--- config.mk ---
export PLATFORM = sky130hd
export DESIGN_NAME = flash_reset_seq
export DESIGN_NICKNAME = d
export VERILOG_FILES = /design/src/rtl/flrst_pkg.sv /design/src/rtl/flrst_timer.sv /design/src/rtl/flrst_seq.sv /design/src/rtl/flrst_pins.sv /design/src/rtl/flash_reset_seq.sv
export SDC_FILE = /design/constraint.sdc
export NUM_CORES = 1
export LEC_CHECK = 0
export ABC_AREA = 1
export BUFFER_PORTS_ARGS = -buffer_cell sky130_fd_sc_hd__buf_2
export CORE_MARGIN = 5
export CORE_UTILIZATION = 45
export CTS_CLUSTER_SIZE = 8
export DETAILED_ROUTE_END_ITERATION = 16
export PLACE_DENSITY_LB_ADDON = 0.15
export SYNTH_ARGS = -nofsm -noshare
export SYNTH_HDL_FRONTEND = slang
export SYNTH_HIERARCHICAL = 1
export SYNTH_SLANG_ARGS = --single-unit
--- constraint.sdc ---
create_clock -name clk_i -period 3.2 [get_ports clk_i]
set_input_delay 0.32 -clock clk_i [delete_from_list [all_inputs] [get_ports clk_i]]
set_output_delay 0.32 -clock clk_i [all_outputs]
set_load 0.005 [all_outputs]
--- src/rtl/flrst_pkg.sv ---
package flrst_pkg;

  typedef enum logic [2:0] {
    ST_IDLE = 3'd0,
    ST_PRE  = 3'd1,
    ST_LOW  = 3'd2,
    ST_HIGH = 3'd3,
    ST_DONE = 3'd4
  } flrst_state_e;

  typedef struct packed {
    logic cs_n;
    logic io0;
    logic done;
  } flrst_pins_t;

  localparam flrst_pins_t PINS_IDLE = '{cs_n: 1'b1, io0: 1'b1, done: 1'b0};

endpackage

--- src/rtl/flrst_timer.sv ---
// Phase timer: a load sets it to LOAD-1; it counts down to zero and holds there.
module flrst_timer #(
  parameter int unsigned CNT_W = 8,
  parameter int unsigned LOAD  = 1
) (
  input  logic clk_i,
  input  logic rst_ni,
  input  logic load_i,
  output logic expired_o
);

  logic [CNT_W-1:0] cnt_q;

  always_ff @(posedge clk_i or negedge rst_ni) begin
    if (!rst_ni) begin
      cnt_q <= '0;
    end else if (load_i) begin
      cnt_q <= CNT_W'(LOAD - 1);
    end else if (cnt_q != '0) begin
      cnt_q <= cnt_q - CNT_W'(1);
    end
  end

  assign expired_o = (cnt_q == '0);

endmodule

--- src/rtl/flrst_seq.sv ---
// Phase sequencer: preamble, then PULSES low/high pairs, then one completion cycle.
module flrst_seq
  import flrst_pkg::*;
#(
  parameter int unsigned PULSES = 4,
  parameter int unsigned IDX_W  = 2
) (
  input  logic         clk_i,
  input  logic         rst_ni,
  input  logic         start_i,
  input  logic         expired_i,
  output flrst_state_e state_o,
  output logic         pat_bit_o,
  output logic         load_o
);

  localparam logic [IDX_W-1:0] LAST_IDX = IDX_W'(PULSES - 1);

  flrst_state_e     state_q, state_d;
  logic [IDX_W-1:0] idx_q, idx_d;

  always_comb begin
    state_d = state_q;
    idx_d   = idx_q;
    load_o  = 1'b0;
    case (state_q)
      ST_IDLE: begin
        if (start_i) begin
          state_d = ST_PRE;
          idx_d   = '0;
          load_o  = 1'b1;
        end
      end
      ST_PRE: begin
        if (expired_i) begin
          state_d = ST_LOW;
          load_o  = 1'b1;
        end
      end
      ST_LOW: begin
        if (expired_i) begin
          state_d = ST_HIGH;
          load_o  = 1'b1;
        end
      end
      ST_HIGH: begin
        if (expired_i) begin
          if (idx_q == LAST_IDX) begin
            state_d = ST_DONE;
          end else begin
            idx_d   = idx_q + IDX_W'(1);
            state_d = ST_LOW;
            load_o  = 1'b1;
          end
        end
      end
      ST_DONE: begin
        state_d = ST_IDLE;
        idx_d   = '0;
      end
      default: begin
        state_d = ST_IDLE;
        idx_d   = '0;
      end
    endcase
  end

  always_ff @(posedge clk_i or negedge rst_ni) begin
    if (!rst_ni) begin
      state_q <= ST_IDLE;
      idx_q   <= '0;
    end else begin
      state_q <= state_d;
      idx_q   <= idx_d;
    end
  end

  assign state_o   = state_q;
  assign pat_bit_o = idx_q[0];

endmodule

--- src/rtl/flrst_pins.sv ---
// Registered pin stage: decodes the phase into pad levels one cycle later.
module flrst_pins
  import flrst_pkg::*;
(
  input  logic         clk_i,
  input  logic         rst_ni,
  input  flrst_state_e state_i,
  input  logic         pat_bit_i,
  output logic         cs_no,
  output logic         io0_o,
  output logic         done_o
);

  flrst_pins_t pins_d, pins_q;

  always_comb begin
    pins_d = PINS_IDLE;
    case (state_i)
      ST_LOW: begin
        pins_d.cs_n = 1'b0;
        pins_d.io0  = pat_bit_i;
      end
      ST_HIGH: begin
        pins_d.io0  = pat_bit_i;
      end
      ST_DONE: begin
        pins_d.done = 1'b1;
      end
      default: pins_d = PINS_IDLE;
    endcase
  end

  always_ff @(posedge clk_i or negedge rst_ni) begin
    if (!rst_ni) begin
      pins_q <= PINS_IDLE;
    end else begin
      pins_q <= pins_d;
    end
  end

  assign cs_no  = pins_q.cs_n;
  assign io0_o  = pins_q.io0;
  assign done_o = pins_q.done;

endmodule

--- src/rtl/flash_reset_seq.sv ---
module flash_reset_seq
  import flrst_pkg::*;
#(
  parameter int unsigned CYC_PER_US = 100,
  parameter int unsigned HOLD_US    = 300,
  parameter int unsigned PULSES     = 4
) (
  input  logic clk_i,
  input  logic rst_ni,
  input  logic start_i,
  output logic cs_no,
  output logic io0_o,
  output logic done_o
);

  localparam int unsigned HOLD_CYC = HOLD_US * CYC_PER_US;
  localparam int unsigned CNT_W    = $clog2(HOLD_CYC + 1);
  localparam int unsigned IDX_W    = (PULSES > 1) ? $clog2(PULSES) : 1;

  flrst_state_e state;
  logic         pat_bit;
  logic         load;
  logic         expired;

  flrst_timer #(
    .CNT_W (CNT_W),
    .LOAD  (HOLD_CYC)
  ) u_timer (
    .clk_i     (clk_i),
    .rst_ni    (rst_ni),
    .load_i    (load),
    .expired_o (expired)
  );

  flrst_seq #(
    .PULSES (PULSES),
    .IDX_W  (IDX_W)
  ) u_seq (
    .clk_i     (clk_i),
    .rst_ni    (rst_ni),
    .start_i   (start_i),
    .expired_i (expired),
    .state_o   (state),
    .pat_bit_o (pat_bit),
    .load_o    (load)
  );

  flrst_pins u_pins (
    .clk_i     (clk_i),
    .rst_ni    (rst_ni),
    .state_i   (state),
    .pat_bit_i (pat_bit),
    .cs_no     (cs_no),
    .io0_o     (io0_o),
    .done_o    (done_o)
  );

endmodule

## Yosys cells after proc, flatten, opt, wreduce, memory -nomap -nowiden

Cells that the tools add are included.

- Output and inout port bits: 3
- Register bits: 23
- Word-level logic and storage cells: 47

- Reductions and logical operators: 8
- Multiplexer cells: 20
- Equal/unequal tests: 10
- Bitwise operators: 1
- Add/subtract/negate cells: 2

Operator list:

| cell | count |
|---|---|
| $mux W15 | 2 |
| $logic_not A15 Y1 | 1 |
| $mux W3 | 5 |
| $reduce_bool A15 Y1 | 1 |
| $sub A15 B1 Y15 const B | 1 |
| $pmux W3 S4 | 1 |
| $ne A2 B2 Y1 const B | 5 |
| $reduce_and A4 Y1 | 2 |
| $mux W1 | 7 |
| $eq A3 B2 Y1 const B | 2 |
| $mux W2 | 3 |
| $pmux W2 S3 | 1 |
| $reduce_or A2 Y1 | 2 |
| $eq A3 B1 Y1 const B | 1 |
| $eq A3 B3 Y1 const B | 1 |
| $logic_not A3 Y1 | 1 |
| $pmux W1 S3 | 1 |
| $add A2 B1 Y2 const B | 1 |
| $eq A2 B2 Y1 const B | 1 |
| $reduce_bool A2 Y1 | 1 |
| $not A1 Y1 | 1 |

## Logic depth before layout (Yosys ltp)

- Depth after elaboration: 5
- Gate-level depth with buffers: 11

## Modules after synthesis

Netlist, hierarchy kept.

Modules (own cells, without submodules):

| module | instances | cells each | area each (um2) | sequential area each (um2) |
|---|---|---|---|---|
| flrst_timer | 1 | 140 | 968.4 | 375.4 |
| flrst_seq | 1 | 53 | 337.8 | 125.1 |
| flrst_pins | 1 | 10 | 112.6 | 77.6 |

## Least setup slack after synthesis

OpenSTA, ideal clock, no wires.

- Path kind: register to register
- Start point: reg u_timer.cnt_q[0]
- End point: reg u_timer.cnt_q[0]
- Cell stages (with the launch flop): 12
- Period minus slack after synthesis: 1.871 ns
- Data arrival time: 1.750 ns
- Setup slack: 1.329 ns
- Library setup time: 0.120 ns
- Path buffers: 0
- Path through: dfrtp_1 -> inv_1 -> ha_1 -> nand2_4 -> nor4_1 -> o21ai_0 -> nand2_1 -> inv_1 -> nand3_4 -> clkinv_4 -> nand2_1 -> nand2_1

- Cells in the longest elaborated chain, start to end: 4
- Elaborated cells between the ends (all ways): 9

Ends and longest elaborated chain:

| item | line | RTL |
|---|---|---|
| from (decl) | flrst_timer.sv:12 | `logic [CNT_W-1:0] cnt_q;` |
| from (signal assigned) | flrst_timer.sv:18 | `cnt_q <= CNT_W'(LOAD - 1);` |
| from (signal assigned) | flrst_timer.sv:20 | `cnt_q <= cnt_q - CNT_W'(1);` |
| $logic_not A15 Y1 * | flrst_timer.sv:24 | `assign expired_o = (cnt_q == '0);` |
| via expired | flash_reset_seq.sv:23 | `logic expired;` |
| $mux W1 (on tied branches) | flrst_seq.sv:47, flrst_seq.sv:35, flrst_seq.sv:41 |  |
| $pmux W1 S3 * | flrst_seq.sv:26 | `case (state_q)` |
| via load | flash_reset_seq.sv:22 | `logic load;` |
| $mux W15 or $reduce_bool A2 Y1 (tied branches) | n/a |  |

The timed path passes the listed nets; every way through them passes the cells marked *. The select of a mux whose other input is x is not followed.
A chain may end at the register's enable or synchronous reset.

## Worst setup path in the final report

Ends and elaborated chain as after synthesis.

==> results.json <==
{
  "start_kind": "flip-flop",
  "final_nets": 218,
  "initialDrtViolationCount": 86,
  "period_minus_slack_ns": 2.38,
  "diodes": 0,
  "synth_common_cells": "nand2_1 (55), inv_1 (34), nor2_1 (28)",
  "end_kind": "flip-flop",
  "die_h_um": 66.2,
  "dieArea_sq_mm": 0.00438,
  "r2r_cells": 11,
  "ys_ff_latch": 23,
  "cts.path.max_buffers": 2,
  "synth_cells": 203,
  "root_buffer": "clkbuf_4",
  "via_count": 1257,
  "wl_met1_um": 1420,
  "synth.largest_area_cell": "dfrtp_1",
  "start_util_pct": 46.9,
  "powerDensity_mw_per_mm2": 282,
  "tightest_slew_ns": 0.493,
  "synth_ff_type": "dfrtp_1",
  "ys_seq_area_share_pct": 40.7,
  "hold_viol": 0,
  "num_rows": 20,
  "status": "finished, final reports clean",
  "critPathSlowestCell": "dfrtp_1",
  "clock.fmax_mhz": 421,
  "rsz0062_at_grt": "false",
  "async_flop_share_pct": 100,
  "htree_levels": 1,
  "worstPathRequired_ns": 3.40,
  "finalWirelength_um": 2860,
  "finalSetupViolCount": 0,
  "clock_latency_ns": 0.30,
  "final_area_sq_mm": 0.00153,
  "worst_ep_arrival_time_ns": 2.58,
  "cts.sinks": 23,
  "slew_headroom_pct": 67.2,
  "slowest_delay_ns": 0.42,
  "synth_edf_count": 0,
  "top_layer": "met4",
  "cellLeakagePower_nw": 0.791,
  "coreArea_sq_mm": 0.00303,
  "netlist_top_cells_area": "dfrtp_1 (37%), nand2_1 (15%), inv_1 (9.0%), nor2_1 (7.4%), nand3_1 (6.3%)",
  "fin_crit_sh_pct": 74.3,
  "synth_area_sq_mm": 0.00142,
  "drc_errors": 0,
  "syn2layout_area_growth_pct": 7.94,
  "io_buffers": 5,
  "route.antenna.remaining_nets": 0,
  "routed-wl-met3_um": 132,
  "utilization_pct": 50.6,
  "crit_path_frequent_cell": "nand2_1",
  "ys_warn_count": 6,
  "grt_pass1_vias": 1170,
  "yosysUniqueCellTypes": 24,
  "numCtsBuffers": 3,
  "tns_ns": 0,
  "worstHoldPathType": "input port to asynchronous set/reset pin",
  "avgSynthCellArea_sq_um": 6.99,
  "grt_antenna_before_repair": 0,
  "grt_util_all_layers_pct": 14.7,
  "met2WireLength_um": 1270,
  "grt_start_max_net_pins": 24,
  "placed_area_sq_mm": 0.00149,
  "whs_ns": 0.489,
  "slew_viol_final": 0,
  "crit_chain": "inv_1, ha_1, nand2_4, nor4_1, o21ai_0, nand2_1, inv_1, nand3_4, clkinv_4, nand2_1, nand2_1",
  "clkTransAtPathRegs_ns": 0.13,
  "maxCapViolations": 0,
  "vdd_drop_max_uv": 150,
  "yosysTopAreaCellShare_pct": 37.0,
  "drive_gt1_share_pct": 14.2,
  "ioPinCount": 6,
  "timing.critical_path.fanout_max": 12,
  "fill_cells": 280,
  "post-dp-hpwl_um": 2220,
  "cts_tree": "done",
  "drt_first_pass_iters": 4,
  "synth_most_common_cell": "nand2_1",
  "gp_congestion": 0.900,
  "cts-resized-gates": 0,
  "avgViaCountPerCell": 4.91,
  "gr-total-overflow": 0,
  "wl_per_cell_um": 11.2,
  "fin_skew_ns": 0.00658,
  "die_x_um": 66.2,
  "syn_nets": 208,
  "criticalPathCategory": "flip-flop to flip-flop",
  "grt_pass1_wl_um": 5020
}
## cell families after synthesis
family,synth area share [%]
and+or+nand+nor,41.7
buffers and inverters,10.5
AOI/OAI and AO/OA,5.29
DFF,40.7
adders and majority gates,1.76
## per-stage QoR
step                      instances  power [W]  setup slack [ns]
after detailed placement        251   0.000303             0.854
after global placement          251   0.000303             0.938
after floorplan                 203   0.000296              1.33
final                           256   0.000432             0.824
after global routing            256   0.000456             0.646
after CTS                       256   0.000444             0.826
## flip-flops by register name, indices dropped and copies added (netlist names)
| signal | flops |
|---|---|
| u_timer/cnt_q | 15 |
| u_seq/state_o | 3 |
| u_seq/idx_q | 2 |
| u_pins/cs_no | 1 |
| u_pins/done_o | 1 |
| u_pins/io0_o | 1 |
## layout make-up
cell class / instances / area, sq um / share of cell area (%)
clock buffers: 3 / 22.5 / 1.47
multi-input cells: 142 / 692 / 45.2
repair buffers: 6 / 35.0 / 2.29
well taps: 44 / 55.1 / 3.59
flip-flops and latches: 23 / 578 / 37.7
inverters: 37 / 144 / 9.40
clock inverters: 1 / 5.00 / 0.327
## worst max-delay path, delay by kind of cell (launching register included)
kind / cells / cell delay, ns
compound gates: 1 / 0.19
buf+inv: 3 / 0.44
fa+ha+maj: 1 / 0.28
flops: 1 / 0.42
simple gates: 6 / 0.94
## what timing repair did
| action | 4_1_cts | 5_1_grt |
|---|---|---|
| endpoints found under the hold margin | 21 | 0 |
| hold buffers | 1 | 0 |
| setup endpoints to repair | 0 | 0 |
| buffers inserted | 0 | 0 |
## metal layers
metal	GRT usage [%]	vias to the layer above
met3	2.72	4
met1	20.5	574
met4	3.55	0
met2	23.3	31
li1	-	648
met5	0	-
## worst paths after layout
path	from	to	slack [ns]
max in group asynchronous	rst_ni	u_pins/cs_no$_DFF_PN1_	2.36
min reg2reg	u_timer/cnt_q[14]$_DFFE_PN0P_	u_timer/cnt_q[14]$_DFFE_PN0P_	0.51
max	u_timer/cnt_q[0]$_DFFE_PN0P_	u_timer/cnt_q[0]$_DFFE_PN0P_	0.82
max reg2reg	u_timer/cnt_q[0]$_DFFE_PN0P_	u_timer/cnt_q[0]$_DFFE_PN0P_	0.82
min	rst_ni	u_timer/cnt_q[10]$_DFFE_PN0P_	0.49
min in group clk_i	start_i	u_seq/idx_q[1]$_DFFE_PN0P_	0.49
## layout by cell type, fill, tap and decap left out, drive strengths merged, types with 2 or more instances in the layout
master and instances:
dfrtp 21, dfstp 2, inv 36, ha 2, buf 5, clkinv 2, nand3 19, clkbuf 3
o21bai 3, a21oi 2, nor2 39, o21ai 7, nand4 7, nand2 59
## power by group
part	internal, W	total [W]	leakage, nW	switching (W)
clock	0.0000465	0.000133	0.0177	0.0000869
combinational	0.00000174	0.00000747	0.531	0.00000573
sequential	0.000291	0.000291	0.242	0
total	0.000339	0.000432	0.791	0.0000926
Power figures use the tool's default switching activity.
